**config.mk**
```make
export PLATFORM = sky130hd
export DESIGN_NAME = jtag_dbg_port
export DESIGN_NICKNAME = d
export VERILOG_FILES = /design/src/rtl/tapdbg_pkg.sv /design/src/rtl/tapdbg_fsm.sv /design/src/rtl/tapdbg_ir.sv /design/src/rtl/tapdbg_dr.sv /design/src/rtl/tapdbg_pinmux.sv /design/src/rtl/jtag_dbg_port.sv
export SDC_FILE = /design/constraint.sdc
export NUM_CORES = 1
export LEC_CHECK = 0
export BUFFER_PORTS_ARGS = -buffer_cell sky130_fd_sc_hd__buf_4
export CORE_ASPECT_RATIO = 0.8
export CORE_MARGIN = 4
export CORE_UTILIZATION = 56
export CTS_CLUSTER_SIZE = 8
export DETAILED_ROUTE_END_ITERATION = 12
export PLACE_DENSITY = 0.89
export REMOVE_ABC_BUFFERS = 1
export SETUP_SLACK_MARGIN = 0.02
export SYNTH_ARGS = -nofsm -noshare
export SYNTH_HDL_FRONTEND = slang
export SYNTH_SLANG_ARGS = --single-unit
export TNS_END_PERCENT = 20
```
**constraint.sdc**
```tcl
create_clock -name tck -period 4.95 [get_ports tck]
set_input_delay 0.495 -clock tck [delete_from_list [all_inputs] [get_ports tck]]
set_output_delay 0.495 -clock tck [all_outputs]
set_load 0.02 [all_outputs]
```
**src/rtl/tapdbg_pkg.sv**
```systemverilog
package tapdbg_pkg;

  localparam int IR_W = 4;
  localparam logic [IR_W-1:0] IR_CAPTURE = 4'b0001;
  localparam logic [IR_W-1:0] OP_BYPASS  = 4'b1111;
  localparam logic [IR_W-1:0] OP_EXTEST  = 4'b0000;
  localparam logic [IR_W-1:0] OP_SAMPLE  = 4'b0010;

  localparam logic [2:0] MODE_TEST  = 3'b000;
  localparam logic [2:0] MODE_DEBUG = 3'b001;

  typedef enum logic [3:0] {
    ST_TLR, ST_RTI,
    ST_SDR, ST_CDR, ST_HDR, ST_E1D, ST_PDR, ST_E2D, ST_UDR,
    ST_SIR, ST_CIR, ST_HIR, ST_E1I, ST_PIR, ST_E2I, ST_UIR
  } tap_state_e;

  function automatic tap_state_e tap_next(input tap_state_e s, input logic m);
    tap_state_e n;
    case (s)
      ST_TLR:  n = m ? ST_TLR : ST_RTI;
      ST_RTI:  n = m ? ST_SDR : ST_RTI;
      ST_SDR:  n = m ? ST_SIR : ST_CDR;
      ST_CDR:  n = m ? ST_E1D : ST_HDR;
      ST_HDR:  n = m ? ST_E1D : ST_HDR;
      ST_E1D:  n = m ? ST_UDR : ST_PDR;
      ST_PDR:  n = m ? ST_E2D : ST_PDR;
      ST_E2D:  n = m ? ST_UDR : ST_HDR;
      ST_UDR:  n = m ? ST_SDR : ST_RTI;
      ST_SIR:  n = m ? ST_TLR : ST_CIR;
      ST_CIR:  n = m ? ST_E1I : ST_HIR;
      ST_HIR:  n = m ? ST_E1I : ST_HIR;
      ST_E1I:  n = m ? ST_UIR : ST_PIR;
      ST_PIR:  n = m ? ST_E2I : ST_PIR;
      ST_E2I:  n = m ? ST_UIR : ST_HIR;
      ST_UIR:  n = m ? ST_SDR : ST_RTI;
      default: n = ST_TLR;
    endcase
    return n;
  endfunction

endpackage

```
**src/rtl/tapdbg_fsm.sv**
```systemverilog
module tapdbg_fsm
  import tapdbg_pkg::*;
(
  input  logic       tck,
  input  logic       rst_n,
  input  logic       tms,
  output tap_state_e state
);

  always_ff @(posedge tck or negedge rst_n) begin
    if (!rst_n) state <= ST_TLR;
    else        state <= tap_next(state, tms);
  end

endmodule

```
**src/rtl/tapdbg_ir.sv**
```systemverilog
module tapdbg_ir
  import tapdbg_pkg::*;
(
  input  logic            tck,
  input  logic            rst_n,
  input  tap_state_e      state,
  input  logic            tdi,
  output logic [IR_W-1:0] ir_shift,
  output logic [IR_W-1:0] ir_active,
  output logic            ir_so
);

  always_ff @(posedge tck or negedge rst_n) begin
    if (!rst_n) begin
      ir_shift <= IR_CAPTURE;
    end else if (state == ST_CIR) begin
      ir_shift <= IR_CAPTURE;
    end else if (state == ST_HIR) begin
      ir_shift <= {tdi, ir_shift[IR_W-1:1]};
    end
  end

  always_ff @(posedge tck or negedge rst_n) begin
    if (!rst_n)                 ir_active <= OP_BYPASS;
    else if (state == ST_TLR)   ir_active <= OP_BYPASS;
    else if (state == ST_UIR)   ir_active <= ir_shift;
  end

  assign ir_so = ir_shift[0];

endmodule

```
**src/rtl/tapdbg_dr.sv**
```systemverilog
module tapdbg_dr
  import tapdbg_pkg::*;
#(
  parameter int unsigned       BS_LEN = 8,
  parameter logic [BS_LEN-1:0] BS_CAP = 8'hA5
) (
  input  logic              tck,
  input  logic              rst_n,
  input  tap_state_e        state,
  input  logic [IR_W-1:0]   ir_active,
  input  logic              tdi,
  output logic              byp_q,
  output logic [BS_LEN-1:0] bs_q,
  output logic              dr_so
);

  logic sel_bs;
  logic do_shift;

  assign sel_bs   = (ir_active == OP_EXTEST) || (ir_active == OP_SAMPLE);
  assign do_shift = (state == ST_HDR);

  always_ff @(posedge tck or negedge rst_n) begin
    if (!rst_n)                         byp_q <= 1'b0;
    else if (state == ST_CDR)           byp_q <= 1'b0;
    else if (do_shift && !sel_bs)       byp_q <= tdi;
  end

  generate
    if (BS_LEN == 1) begin : g_bs_single
      always_ff @(posedge tck or negedge rst_n) begin
        if (!rst_n)                             bs_q <= '0;
        else if (state == ST_CDR && sel_bs)     bs_q <= BS_CAP;
        else if (do_shift && sel_bs)            bs_q <= tdi;
      end
    end else begin : g_bs_chain
      always_ff @(posedge tck or negedge rst_n) begin
        if (!rst_n)                             bs_q <= '0;
        else if (state == ST_CDR && sel_bs)     bs_q <= BS_CAP;
        else if (do_shift && sel_bs)            bs_q <= {tdi, bs_q[BS_LEN-1:1]};
      end
    end
  endgenerate

  assign dr_so = sel_bs ? bs_q[0] : byp_q;

endmodule

```
**src/rtl/tapdbg_pinmux.sv**
```systemverilog
module tapdbg_pinmux
  import tapdbg_pkg::*;
(
  input  logic       trst_n,
  input  logic [2:0] mode_sel,
  input  logic       tms,
  input  logic       tdi,
  input  logic       dbg_tx,
  output logic       tap_rst_n,
  output logic       dbg_si,
  output logic       dbg_brk,
  output logic       pin_dso
);

  logic test_own;
  logic dbg_own;

  always_comb begin
    test_own  = (mode_sel == MODE_TEST);
    dbg_own   = (mode_sel == MODE_DEBUG);
    tap_rst_n = trst_n & test_own;
    dbg_si    = dbg_own ? tdi    : 1'b1;
    dbg_brk   = dbg_own & tms;
    pin_dso   = dbg_own ? dbg_tx : 1'b1;
  end

endmodule

```
**src/rtl/jtag_dbg_port.sv**
```systemverilog
module jtag_dbg_port
  import tapdbg_pkg::*;
#(
  parameter int unsigned       BS_LEN = 8,
  parameter logic [BS_LEN-1:0] BS_CAP = 8'hA5
) (
  input  logic       tck,
  input  logic       trst_n,
  input  logic       pin_tms,
  input  logic       pin_tdi,
  input  logic [2:0] mode_sel,
  input  logic       dbg_tx,
  output logic       pin_tdo,
  output logic       pin_tdo_oe,
  output logic       pin_dso,
  output logic       dbg_si,
  output logic       dbg_brk
);

  logic              tap_rst_n;
  tap_state_e        tap_state;
  logic [IR_W-1:0]   ir_shift;
  logic [IR_W-1:0]   ir_active;
  logic              ir_so;
  logic              byp_q;
  logic [BS_LEN-1:0] bs_q;
  logic              dr_so;
  logic              tdo_q;
  logic              oe_q;

  tapdbg_pinmux u_mux (
    .trst_n    (trst_n),
    .mode_sel  (mode_sel),
    .tms       (pin_tms),
    .tdi       (pin_tdi),
    .dbg_tx    (dbg_tx),
    .tap_rst_n (tap_rst_n),
    .dbg_si    (dbg_si),
    .dbg_brk   (dbg_brk),
    .pin_dso   (pin_dso)
  );

  tapdbg_fsm u_fsm (
    .tck   (tck),
    .rst_n (tap_rst_n),
    .tms   (pin_tms),
    .state (tap_state)
  );

  tapdbg_ir u_ir (
    .tck       (tck),
    .rst_n     (tap_rst_n),
    .state     (tap_state),
    .tdi       (pin_tdi),
    .ir_shift  (ir_shift),
    .ir_active (ir_active),
    .ir_so     (ir_so)
  );

  tapdbg_dr #(.BS_LEN(BS_LEN), .BS_CAP(BS_CAP)) u_dr (
    .tck       (tck),
    .rst_n     (tap_rst_n),
    .state     (tap_state),
    .ir_active (ir_active),
    .tdi       (pin_tdi),
    .byp_q     (byp_q),
    .bs_q      (bs_q),
    .dr_so     (dr_so)
  );

  // Output stage retimed onto the falling edge of the test clock.
  always_ff @(negedge tck or negedge tap_rst_n) begin
    if (!tap_rst_n) begin
      tdo_q <= 1'b0;
      oe_q  <= 1'b0;
    end else begin
      oe_q  <= (tap_state == ST_HDR) || (tap_state == ST_HIR);
      tdo_q <= (tap_state == ST_HIR) ? ir_so : dr_so;
    end
  end

  assign pin_tdo    = tdo_q;
  assign pin_tdo_oe = oe_q;

endmodule

```
* After elaboration in Yosys (flattened, before gate mapping)
Index checks and enable logic that the tools add are counted.
Operators by class: equal/unequal tests 17, multiplexer cells 25, bitwise gates (word level) 2, reductions and logical operators 16
Operator list (count):
- case mux 4 bit (12 select lines) | 1
- equality test 4 bit (second input constant) | 8
- two-way mux 4 bit | 8
- equality test 4 x 3 -> 1 bit (second input constant) | 4
- two-way mux 8 bit | 2
- equality test 4 x 2 -> 1 bit (second input constant) | 3
- two-way mux 1 bit | 9
- logical NOT 4 bit | 2
- nonzero test 2 bit | 4
- two-way mux 2 bit | 3
- two-way mux 3 bit | 2
- equality test 4 x 1 -> 1 bit (second input constant) | 1
- OR reduction 2 bit | 2
- equality test 3 x 1 -> 1 bit (second input constant) | 1
- logical AND 1 bit | 3
- logical NOT 3 bit | 1
- OR reduction 3 bit | 1
- AND 1 bit | 2
- logical OR 1 bit | 2
- logical NOT 1 bit | 1
Word-level totals: bits in registers 23, input bits 8, logic and storage cells 67

* Longest topological paths before layout
Gate-level depths: netlist of run 1.
word-level depth 6, depth in mapped cells 5, gate-level depth less buffers 3

* Modules after synthesis
Synthesis of run 1 repeated with hierarchy kept, for this count alone.
Second synthesis, totals: cells, all modules 126, area total of the unflattened synthesis 1262.5 um^2
By module, submodules not included:
- tapdbg_dr | instances 1, cells an instance 42, area an instance 457.9 um^2, sequential area each 225.2 um^2
- tapdbg_ir | instances 1, cells an instance 37, area an instance 365.4 um^2, sequential area each 206.4 um^2
- tapdbg_fsm | instances 1, cells an instance 37, area an instance 314.1 um^2, sequential area each 100.1 um^2
- jtag_dbg_port | instances 1, cells an instance 6, area an instance 83.8 um^2, sequential area each 50.0 um^2
- tapdbg_pinmux | instances 1, cells an instance 4, area an instance 41.3 um^2, sequential area each 0.0 um^2

==> flow_metrics.env, run 1 <==
export IMPL_die_y_um=48.6
export IMPL_cts_root_buf="clkbuf_4"
export IMPL_cp_slowest_stage_delay_ns=0.40
export IMPL_drc=0
export IMPL_ys_flop_type="dfrtp_1"
export IMPL_path_class="reg2out"
export IMPL_slowest_stage="dfrtn_1"
export IMPL_worstSetupEndpointType="output port"
export IMPL_pin_count=13
export IMPL_cts_resized=0
export IMPL_synth_async_reset_ratio_pct=100
export IMPL_rows=14
export IMPL_synth_seq_area_share_pct=48.1
export IMPL_p_total_uw=708
export IMPL_critPathTopFamily="flip-flops"
export IMPL_first_iter_violations=24
export IMPL_viasPerCell=5.97
export IMPL_track_usage_pct=18.0
export IMPL_tightest_slew_ns=0.482
export IMPL_syn_to_final_growth_pct=13.0
export IMPL_status="complete, no violations"
export IMPL_first_global_vias=905
export IMPL_die_area_sq_um=2860
export IMPL_final_hold_viol_count=0
export IMPL_gp_congestion=0.801
export IMPL_yosys_warnings=0
export IMPL_crit_chain="buf_4"
export IMPL_clk_latency_ns=0.31
export IMPL_ant_nets=0
export IMPL_utilization_pct=67.8
export IMPL_yosysUniqueCellTypes=37
export IMPL_cts_sinks=22
export IMPL_critPathBufInv=1
export IMPL_rsz0062_at_grt="false"
export IMPL_die_width_um=58.8
export IMPL_cts_buffers=3
export IMPL_postCtsSetupBuffers=0
export IMPL_start_util_pct=60.0
export IMPL_path_max_fanout=1
export IMPL_dp_slack_ns=1.26
export IMPL_drv_slew=0
export IMPL_cts_max_level=1
export IMPL_num_fill_cells=155
export IMPL_drive_above_1_share_pct=23.3
export IMPL_cts_reportedPaths_clkPinSlew_ns=0.12
export IMPL_ctsHoldBuffers=0
export IMPL_tns_ns=0
export IMPL_clock_skew_ns=0.0108
export IMPL_antenna_found_initial=0
export IMPL_portBuffers=12
export IMPL_startpoint_type="flip-flop"
export IMPL_diodes=0
export IMPL_grt_start_max_net_pins=23
export IMPL_synthCells=118
export IMPL_cp_required_ns=4.45
export IMPL_syn_area_per_cell_sq_um=9.80
export IMPL_overflow=0
export IMPL_final_nets=138
export IMPL_syn_cell_area_sq_um=1160
export IMPL_p_per_area_nw_per_um2=542
export IMPL_synth_seq_cells=22
export IMPL_cp_arrival_ns=3.31
export IMPL_grt_pass1_wl_um=3940
export IMPL_wl_um=2240
export IMPL_vias=913
export IMPL_hpwl_um=1620
export IMPL_cts_tree="done"
export IMPL_synth_edf_count=0
export IMPL_leakagePower_uw=0.000574
export IMPL_first_pass_iters=4
export IMPL_finalWorstSetupSlack_ns=1.14
export IMPL_floorplan_core_area_sq_um=1930
export IMPL_slew_limit_headroom_pct=67.9
export IMPL_final_setup_viol_count=0
export IMPL_ir_drop_uv=335
export IMPL_holdCritPathClass="in2async"
export IMPL_wl_per_cell_um=14.7
export IMPL_cts_path_max_buffers=2
export IMPL_cap_violations=0
-- cells in the mapped netlist, types with 2 or more instances --
cell type | count | area, sq um
clkbuf_1 | 6 | 22.5
dfrtn_1 | 2 | 50.1
nor2b_1 | 2 | 12.5
nor3b_1 | 2 | 15.0
or3b_1 | 2 | 17.5
nor2_1 | 11 | 41.3
nand2_1 | 12 | 45.0
mux2i_1 | 5 | 50.1
nor3_1 | 2 | 10.0
dfrtp_1 | 16 | 400
inv_1 | 6 | 22.5
nand3b_1 | 2 | 15.0
a22oi_1 | 2 | 15.0
dfstp_2 | 4 | 105
and2_1 | 3 | 18.8
o21ai_0 | 11 | 55.1
a21oi_1 | 2 | 10.0
a211oi_1 | 3 | 22.5
nand2b_1 | 3 | 18.8
a221oi_1 | 2 | 17.5
mux2_2 | 4 | 45.0
-- final timing paths --
path	start	endpoint	slack, ns	depth (start not counted)
worst min register to register	u_ir.ir_shift[1]	u_ir.ir_shift[1]	0.49	2
min in group tck	u_ir.ir_shift[1]	u_ir.ir_shift[1]	0.49	2
max in group asynchronous	mode_sel[1]	pin_tdo	1.86	3
worst min-delay path	trst_n	u_dr.bs_q[7]	0.35	3
worst max-delay path	pin_tdo	pin_tdo	1.14	1
worst max register to register	u_ir.ir_active[0]	pin_tdo	1.25	3
-- routing by layer --
layer | share of wire, % | GRT usage (%) | up-vias
li1 | - | - | 437
met1 | 43 | 23.4 | 439
met2 | 47 | 26.1 | 30
met3 | 7.9 | 6.38 | 7
met4 | 2.4 | 9.43 | 0
met5 | 0 | 0 | -
-- metrics by stage --
step	hold WS, ns	std cells	cell area, sq um
final	0.345	153	1310
after global routing	0.433	153	1310
after CTS	0.357	153	1310
after detailed placement	0.474	149	1270
after global placement	0.469	149	1270
after floorplan	0.451	111	1130
-- where the power goes --
part / internal (uW) / switching (uW)
registers: 261 / 99.2
clock network: 44.9 / 52.0
logic: 120 / 130
total: 427 / 281
-- state kept, by name, summed over array words and instances (netlist names) --
register,cells
u_dr.bs_q,8
u_fsm.state,4
u_ir.ir_shift,4
u_ir.ir_active,3
pin_tdo,1
pin_tdo_oe,1
u_dr.byp_q,1
-- kinds of logic (layout without fill, tap and decap cells) --
family / after synthesis / in the layout / synth area share, %
xor+xnor: 1 / 1 / 0.758
compound gates: 26 / 26 / 15.4
buf+inv: 13 / 24 / 4.33
simple gates: 47 / 47 / 23.3
mux: 9 / 9 / 8.23
flops: 22 / 22 / 48.1
-- layout by cell type (no fill, tap or decap), types with 3 or more instances in the layout --
cell | Yosys | routed
mux2i_1 | 5 | 5
clkbuf_4 | 0 | 3
dfrtp_1 | 16 | 16
and2_1 | 3 | 3
o21ai_0 | 11 | 11
dfstp_2 | 4 | 4
a211oi_1 | 3 | 3
mux2_2 | 4 | 4
inv_1 | 6 | 6
nor2_1 | 11 | 11
buf_4 | 0 | 14
nand2b_1 | 3 | 3
nand2_1 | 12 | 12
-- layout make-up --
cell class,instances,area [sq um],area share [%]
Timing Repair Buffer,14,105,8.05
Tap cell,24,30.0,2.30
Multi-Input combinational cell,83,557,42.6
Sequential cell,22,556,42.5
Clock buffer,4,36.3,2.78
Inverter,6,22.5,1.72
No activity file was read; power rests on OpenSTA's default activity.
==> run 2, diff against run 1 <==
- ABC_AREA: not set -> 1
- CORE_UTILIZATION: 56 -> 50
- PLACE_DENSITY: 0.89 -> 0.85
- clock period: 4.95 -> 3.1 ns (I/O delays scaled with it)
==> run 2 against run 1 <==
Against the previous run:
- highest routed layer unchanged
- critical path type is now reg2reg
- critical path depth grew 5
- flip-flop and latch count unchanged
- synthesized area is 0.32% higher
- power up 73%
- register-to-register slack worse by 1.0 ns
==> flow_metrics.env, run 2 <==
export IMPL_status="complete, no violations"
export IMPL_p_sw_share_pct=44.1
export IMPL_drive_above_1_share_pct=25.9
export IMPL_synthAdderAreaFrac_pct=0
export IMPL_finalWorstSetupSlack_ns=0.244
export IMPL_fin_cells=183
export IMPL_synthCells=142
export IMPL_leakagePower_uw=0.000653
export IMPL_rsz0062_at_grt="false"
export IMPL_antenna_found_initial=0
export IMPL_pin_count=13
export IMPL_r2r_cells=6
export IMPL_synth_seq_area_share_pct=47.9
export IMPL_p_int_uw=683
export IMPL_synth_most_common_cell="nand2_1"
export IMPL_r2r_start="u_fsm.state[2]"
export IMPL_diodes=0
export IMPL_viasPerCell=5.48
export IMPL_first_iter_violations=35
export IMPL_cts_tree="done"
export IMPL_syn_area_per_cell_sq_um=8.17
export IMPL_final_cell_mix="nand2_1 (30), inv_1 (18), dfrtp_1 (16)"
export IMPL_dp_slack_ns=0.283
export IMPL_postCtsSetupBuffers=0
export IMPL_drc=0
export IMPL_cts_max_level=1
export IMPL_final_hold_viol_count=0
export IMPL_synth_compound_area_share_pct=16.4
export IMPL_synth_seq_cells=22
export IMPL_synth_area_leaders="dfrtp_1 (35%), nand2_1 (9.7%), dfstp_2 (9.1%)"
export IMPL_clock_skew_ns=0.0123
export IMPL_floorplan_core_area_sq_um=2180
export IMPL_track_usage_pct=17.0
export IMPL_combPwrFrac_pct=46.3
export IMPL_yosysTopAreaCell="dfrtp_1"
export IMPL_wl_um=2240
export IMPL_cp_slowest_stage_delay_ns=0.45
export IMPL_wl_per_cell_um=12.2
export IMPL_met3_usage_pct=5.05
export IMPL_yosys_area_share_simple_pct=28.2
export IMPL_cts_reportedPaths_clkPinSlew_ns=0.12
export IMPL_rows=15
export IMPL_portBuffers=12
export IMPL_tightest_slew_ns=0.490
export IMPL_start_util_pct=53.3
export IMPL_vias=1003
export IMPL_synth_xor_area_share_pct=0
export IMPL_largest_reg_flops=8
export IMPL_ant_nets=0
export IMPL_reg2reg_slack_ns=0.24
export IMPL_synthTopCellsByCount="nand2_1 (30), inv_1 (18), dfrtp_1 (16)"
export IMPL_grt_busiest_layer="met2"
export IMPL_cts_resized=0
export IMPL_cap_violations=0
export IMPL_first_global_vias=972
export IMPL_grt_start_max_net_pins=18
export IMPL_die_y_um=51.1
export IMPL_p_switching_uw=538
export IMPL_ctsHoldBuffers=0
export IMPL_ir_drop_uv=582
export IMPL_cts_buffers=3
export IMPL_gp_congestion=0.896
export IMPL_hold_end="u_fsm.state[2]"
export IMPL_slew_limit_headroom_pct=67.2
export IMPL_startpoint_type="flip-flop"
export IMPL_slowest_stage="dfrtp_1"
export IMPL_ys_flop_type="dfrtp_1"
export IMPL_drv_slew=0
export IMPL_cts_root_buf="clkbuf_4"
export IMPL_first_pass_iters=4
export IMPL_syn_cell_area_sq_um=1160
export IMPL_yosys_warnings=0
export IMPL_clk_latency_ns=0.31
export IMPL_final_setup_viol_count=0
export IMPL_holdCritPathClass="in2reg"
export IMPL_cp_arrival_ns=1.45
export IMPL_whs_path_depth=3
export IMPL_gr_usage_met2_pct=27.4
export IMPL_hpwl_um=1750
export IMPL_pwr_share_seq_pct=42.7
export IMPL_overflow=0
export IMPL_layout_commonest_cell="nand2_1"
export IMPL_die_area_sq_um=3160
export IMPL_dp_cells=179
export IMPL_reg2reg_to="pin_tdo"
export IMPL_final_nets=167
export IMPL_cp_required_ns=1.70
export IMPL_synthMuxAreaShare_pct=0
export IMPL_worstSetupEndpointType="flip-flop"
export IMPL_synth_edf_count=0
export IMPL_grt_pass1_wl_um=4000
export IMPL_crit_chain="inv_2 > nand2_1 > nor2_1 > inv_1 > o21ai_0 > o21ai_0"
export IMPL_path_class="reg2reg"
export IMPL_top_register="u_dr.bs_q"
export IMPL_cts_sinks=22
export IMPL_min_delay_start="pin_tms"
export IMPL_cpMostUsedCell="o21ai_0"
export IMPL_p_per_area_nw_per_um2=933
export IMPL_synth_top_family_by_area="simple AND/OR/NAND/NOR gates"
export IMPL_cts_path_max_buffers=2
export IMPL_synth_async_reset_ratio_pct=100
export IMPL_use_met1_pct=21.8
export IMPL_syn_to_final_growth_pct=12.8
export IMPL_clockPowerShare_pct=11.0
export IMPL_yosysUniqueCellTypes=25
export IMPL_path_max_fanout=5
export IMPL_top_regs="u_dr.bs_q x8, u_fsm.state x4, u_ir.ir_shift x4"
export IMPL_synth_top_area_share_pct=34.5
export IMPL_die_width_um=61.9
-- run 2: changes by cell type in the layout (fill, tap and decap cells not counted), moves of 5 or more --
| cell | change |
|---|---|
| nand2_1 | +18 |
| inv_1 | +12 |
| nand3_1 | +10 |
| mux2i_1 | -5 |
| nand2_2 | +5 |
| o21ai_2 | +5 |
-- run 2: kinds of logic (layout without fill, tap and decap cells) --
group	count (synthesis)	in the layout
compound gates	31	31
simple gates	68	68
flops	22	22
buf+inv	21	37
-- run 2: layer usage --
metal	wire length [um]	up-vias	part of all wire [%]
li1	-	495	-
met1	1010	456	45
met2	1020	45	46
met3	174	7	7.8
met4	33	0	1.5
met5	0	-	0
-- run 2: critical path, delay by kind of cell (launching register included) --
| family | cells | cell delay (ns) |
|---|---|---|
| flops | 1 | 0.45 |
| simple gates | 2 | 0.29 |
| buf+inv | 2 | 0.23 |
| compound gates | 2 | 0.17 |
-- run 2: layout make-up --
cell class              instances  area (sq um)
fillers                       178           868
repair buffers                 13          97.6
inverters                      20          76.3
well taps                      25          31.3
clock buffers                   4          26.3
flip-flops and latches         22           556
multi-input cells              99           522
-- run 2: through the flow --
stage	utilization [%]	hold slack, ns	area (sq um)	power [uW]	setup TNS [ns]
3_3_place_gp	58.9	0.466	1280	1070	0
6_report	60.1	0.233	1310	1220	0
4_1_cts	60.1	0.222	1310	1230	0
2_1_floorplan	-	0.430	1150	956	-1.46
3_5_place_dp	58.9	0.475	1280	1090	0
5_1_grt	60.1	0.231	1310	1330	0
-- run 2: power groups by stage --
stage	clock network (uW)	logic (uW)	registers, uW
after floorplan	0	435	521
after global placement	0	546	520
after detailed placement	0	565	527
after CTS	138	568	522
after global routing	149	642	538
final	134	565	522
-- run 2: worst max-delay path by stage --
stage                        start      end  slack, ns
CTS                 u_fsm.state[2]  pin_tdo       0.23
finish              u_fsm.state[2]  pin_tdo       0.24
global route        u_fsm.state[2]  pin_tdo       0.09
floorplan              mode_sel[0]  pin_tdo      -0.73
global placement    u_fsm.state[0]  pin_tdo       0.35
detailed placement  u_fsm.state[2]  pin_tdo       0.28
==> run 3, diff against run 2 <==
- BUFFER_PORTS_ARGS: -buffer_cell sky130_fd_sc_hd__buf_4 -> not set
- CAP_MARGIN: not set -> 10
- CORE_UTILIZATION: 50 -> 54
- DONT_BUFFER_PORTS: not set -> 1
- PLACE_DENSITY: 0.85 -> 0.82
==> run 3 against run 2 <==
Against the previous run:
- critical path depth unchanged
- sequential power increased by 1%
- power is 1.2% lower
- core utilization rose by 2.3 points
- clock power is essentially flat
- register-to-register slack worse by 0.04 ns
- largest cell class unchanged
- largest power group unchanged
==> flow_metrics.env, run 3 (synthesis gave the netlist of run 2 again) <==
export IMPL_gp_congestion=0.910
export IMPL_wl_per_cell_um=13.1
export IMPL_final_nets=156
export IMPL_dp_cells=167
export IMPL_cts_root_buf="clkbuf_4"
export IMPL_path_class="reg2reg"
export IMPL_slew_limit_headroom_pct=40.4
export IMPL_postCtsSetupBuffers=0
export IMPL_pin_count=13
export IMPL_status="complete, no violations"
export IMPL_startpoint_type="flip-flop"
export IMPL_final_hold_viol_count=0
export IMPL_start_util_pct=59.1
export IMPL_tightest_slew_ns=0.886
export IMPL_final_cell_mix="nand2_1 (30), inv_1 (18), dfrtp_1 (16)"
export IMPL_holdCritPathClass="in2reg"
export IMPL_track_usage_pct=16.0
export IMPL_cts_buffers=3
export IMPL_num_fill_cells=169
export IMPL_drive_above_1_share_pct=20.4
export IMPL_wl_um=2250
export IMPL_ctsHoldBuffers=0
export IMPL_hpwl_um=1680
export IMPL_top_regs="u_dr.bs_q x8, u_fsm.state x4, u_ir.ir_shift x4"
export IMPL_ir_drop_uv=517
export IMPL_cp_arrival_ns=1.48
export IMPL_p_total_uw=1210
export IMPL_grt_start_max_net_pins=21
export IMPL_cp_required_ns=1.69
export IMPL_cts_resized=0
export IMPL_leakagePower_uw=0.000600
export IMPL_cts_reportedPaths_clkPinSlew_ns=0.12
export IMPL_grt_pass1_wl_um=3600
export IMPL_die_area_sq_um=2960
export IMPL_die_width_um=59.8
export IMPL_top_register="u_dr.bs_q"
export IMPL_clock_skew_ns=0.0120
export IMPL_cts_path_max_buffers=2
export IMPL_die_y_um=49.5
export IMPL_drv_slew=0
export IMPL_final_setup_viol_count=0
export IMPL_worstSetupEndpointType="flip-flop"
export IMPL_first_global_vias=812
export IMPL_antenna_found_initial=0
export IMPL_fin_cells=171
export IMPL_diodes=0
export IMPL_p_per_area_nw_per_um2=985
export IMPL_vias=968
export IMPL_viasPerCell=5.66
export IMPL_clk_latency_ns=0.30
export IMPL_layout_commonest_cell="nand2_1"
export IMPL_largest_reg_flops=8
export IMPL_cap_violations=0
export IMPL_floorplan_core_area_sq_um=1960
export IMPL_cts_max_level=1
export IMPL_path_max_fanout=5
export IMPL_rsz0062_at_grt="false"
export IMPL_portBuffers=0
export IMPL_syn_to_final_growth_pct=5.61
export IMPL_cts_sinks=22
export IMPL_drc=0
export IMPL_first_pass_iters=4
export IMPL_ant_nets=0
export IMPL_rows=14
export IMPL_cts_tree="done"
export IMPL_overflow=0
export IMPL_first_iter_violations=54
[run 3: cell count changes in the layout (fill, tap and decap cells not counted)]
cell   change
buf_4     -11
[run 3: critical path, cell delays in order (launching register included)]
cell     delay [ns]
dfrtp_1        0.46
inv_2          0.12
nand2_1        0.10
nor2_1         0.19
inv_1          0.12
o21ai_0        0.08
o21ai_0        0.10
[run 3: layout make-up]
| type | count | area, sq um | area share (%) |
|---|---|---|---|
| clock buffers | 4 | 26.3 | 2.15 |
| inverters | 20 | 76.3 | 6.23 |
| multi-input cells | 99 | 522 | 42.6 |
| flip-flops and latches | 22 | 556 | 45.4 |
| well taps | 24 | 30.0 | 2.45 |
| repair buffers | 2 | 15.0 | 1.23 |
[run 3: worst paths after layout]
check	start	endpoint	slack, ns	depth (start not counted)
worst min register to register	u_dr.bs_q[4]	u_dr.bs_q[4]	0.50	2
worst max-delay path	u_fsm.state[2]	pin_tdo	0.21	6
worst max register to register	u_fsm.state[2]	pin_tdo	0.21	6
min in group asynchronous	mode_sel[2]	u_dr.bs_q[5]	0.28	2
worst min-delay path	pin_tms	u_fsm.state[2]	0.12	2
max in group asynchronous	mode_sel[0]	pin_tdo	1.34	3
[run 3: per-layer routing]
layer	vias to the layer above	wire (um)	GRT usage (%)
li1	473	-	-
met4	0	10	4.06
met3	2	180	4.70
met1	458	1090	24.0
met5	-	0	0
met2	35	963	22.3
[run 3: report_power, final]
part           switching, uW  internal (uW)  leakage, uW
clock network           81.7           50.1    0.0000150
logic                    357            190     0.000303
registers               97.5            430     0.000281
total                    536            670     0.000600
[run 3: stage by stage]
| stage | hold slack [ns] | cell area (sq um) | utilization, % | setup WS (ns) | TNS (ns) |
|---|---|---|---|---|---|
| floorplan | 0.430 | 1150 | - | -0.732 | -1.46 |
| CTS | 0.113 | 1220 | 62.4 | 0.220 | 0 |
| global placement | 0.438 | 1200 | 61.1 | 0.336 | 0 |
| global route | 0.0899 | 1220 | 62.4 | 0.0639 | 0 |
| detailed placement | 0.437 | 1200 | 61.1 | 0.258 | 0 |
| finish | 0.116 | 1220 | 62.4 | 0.209 | 0 |
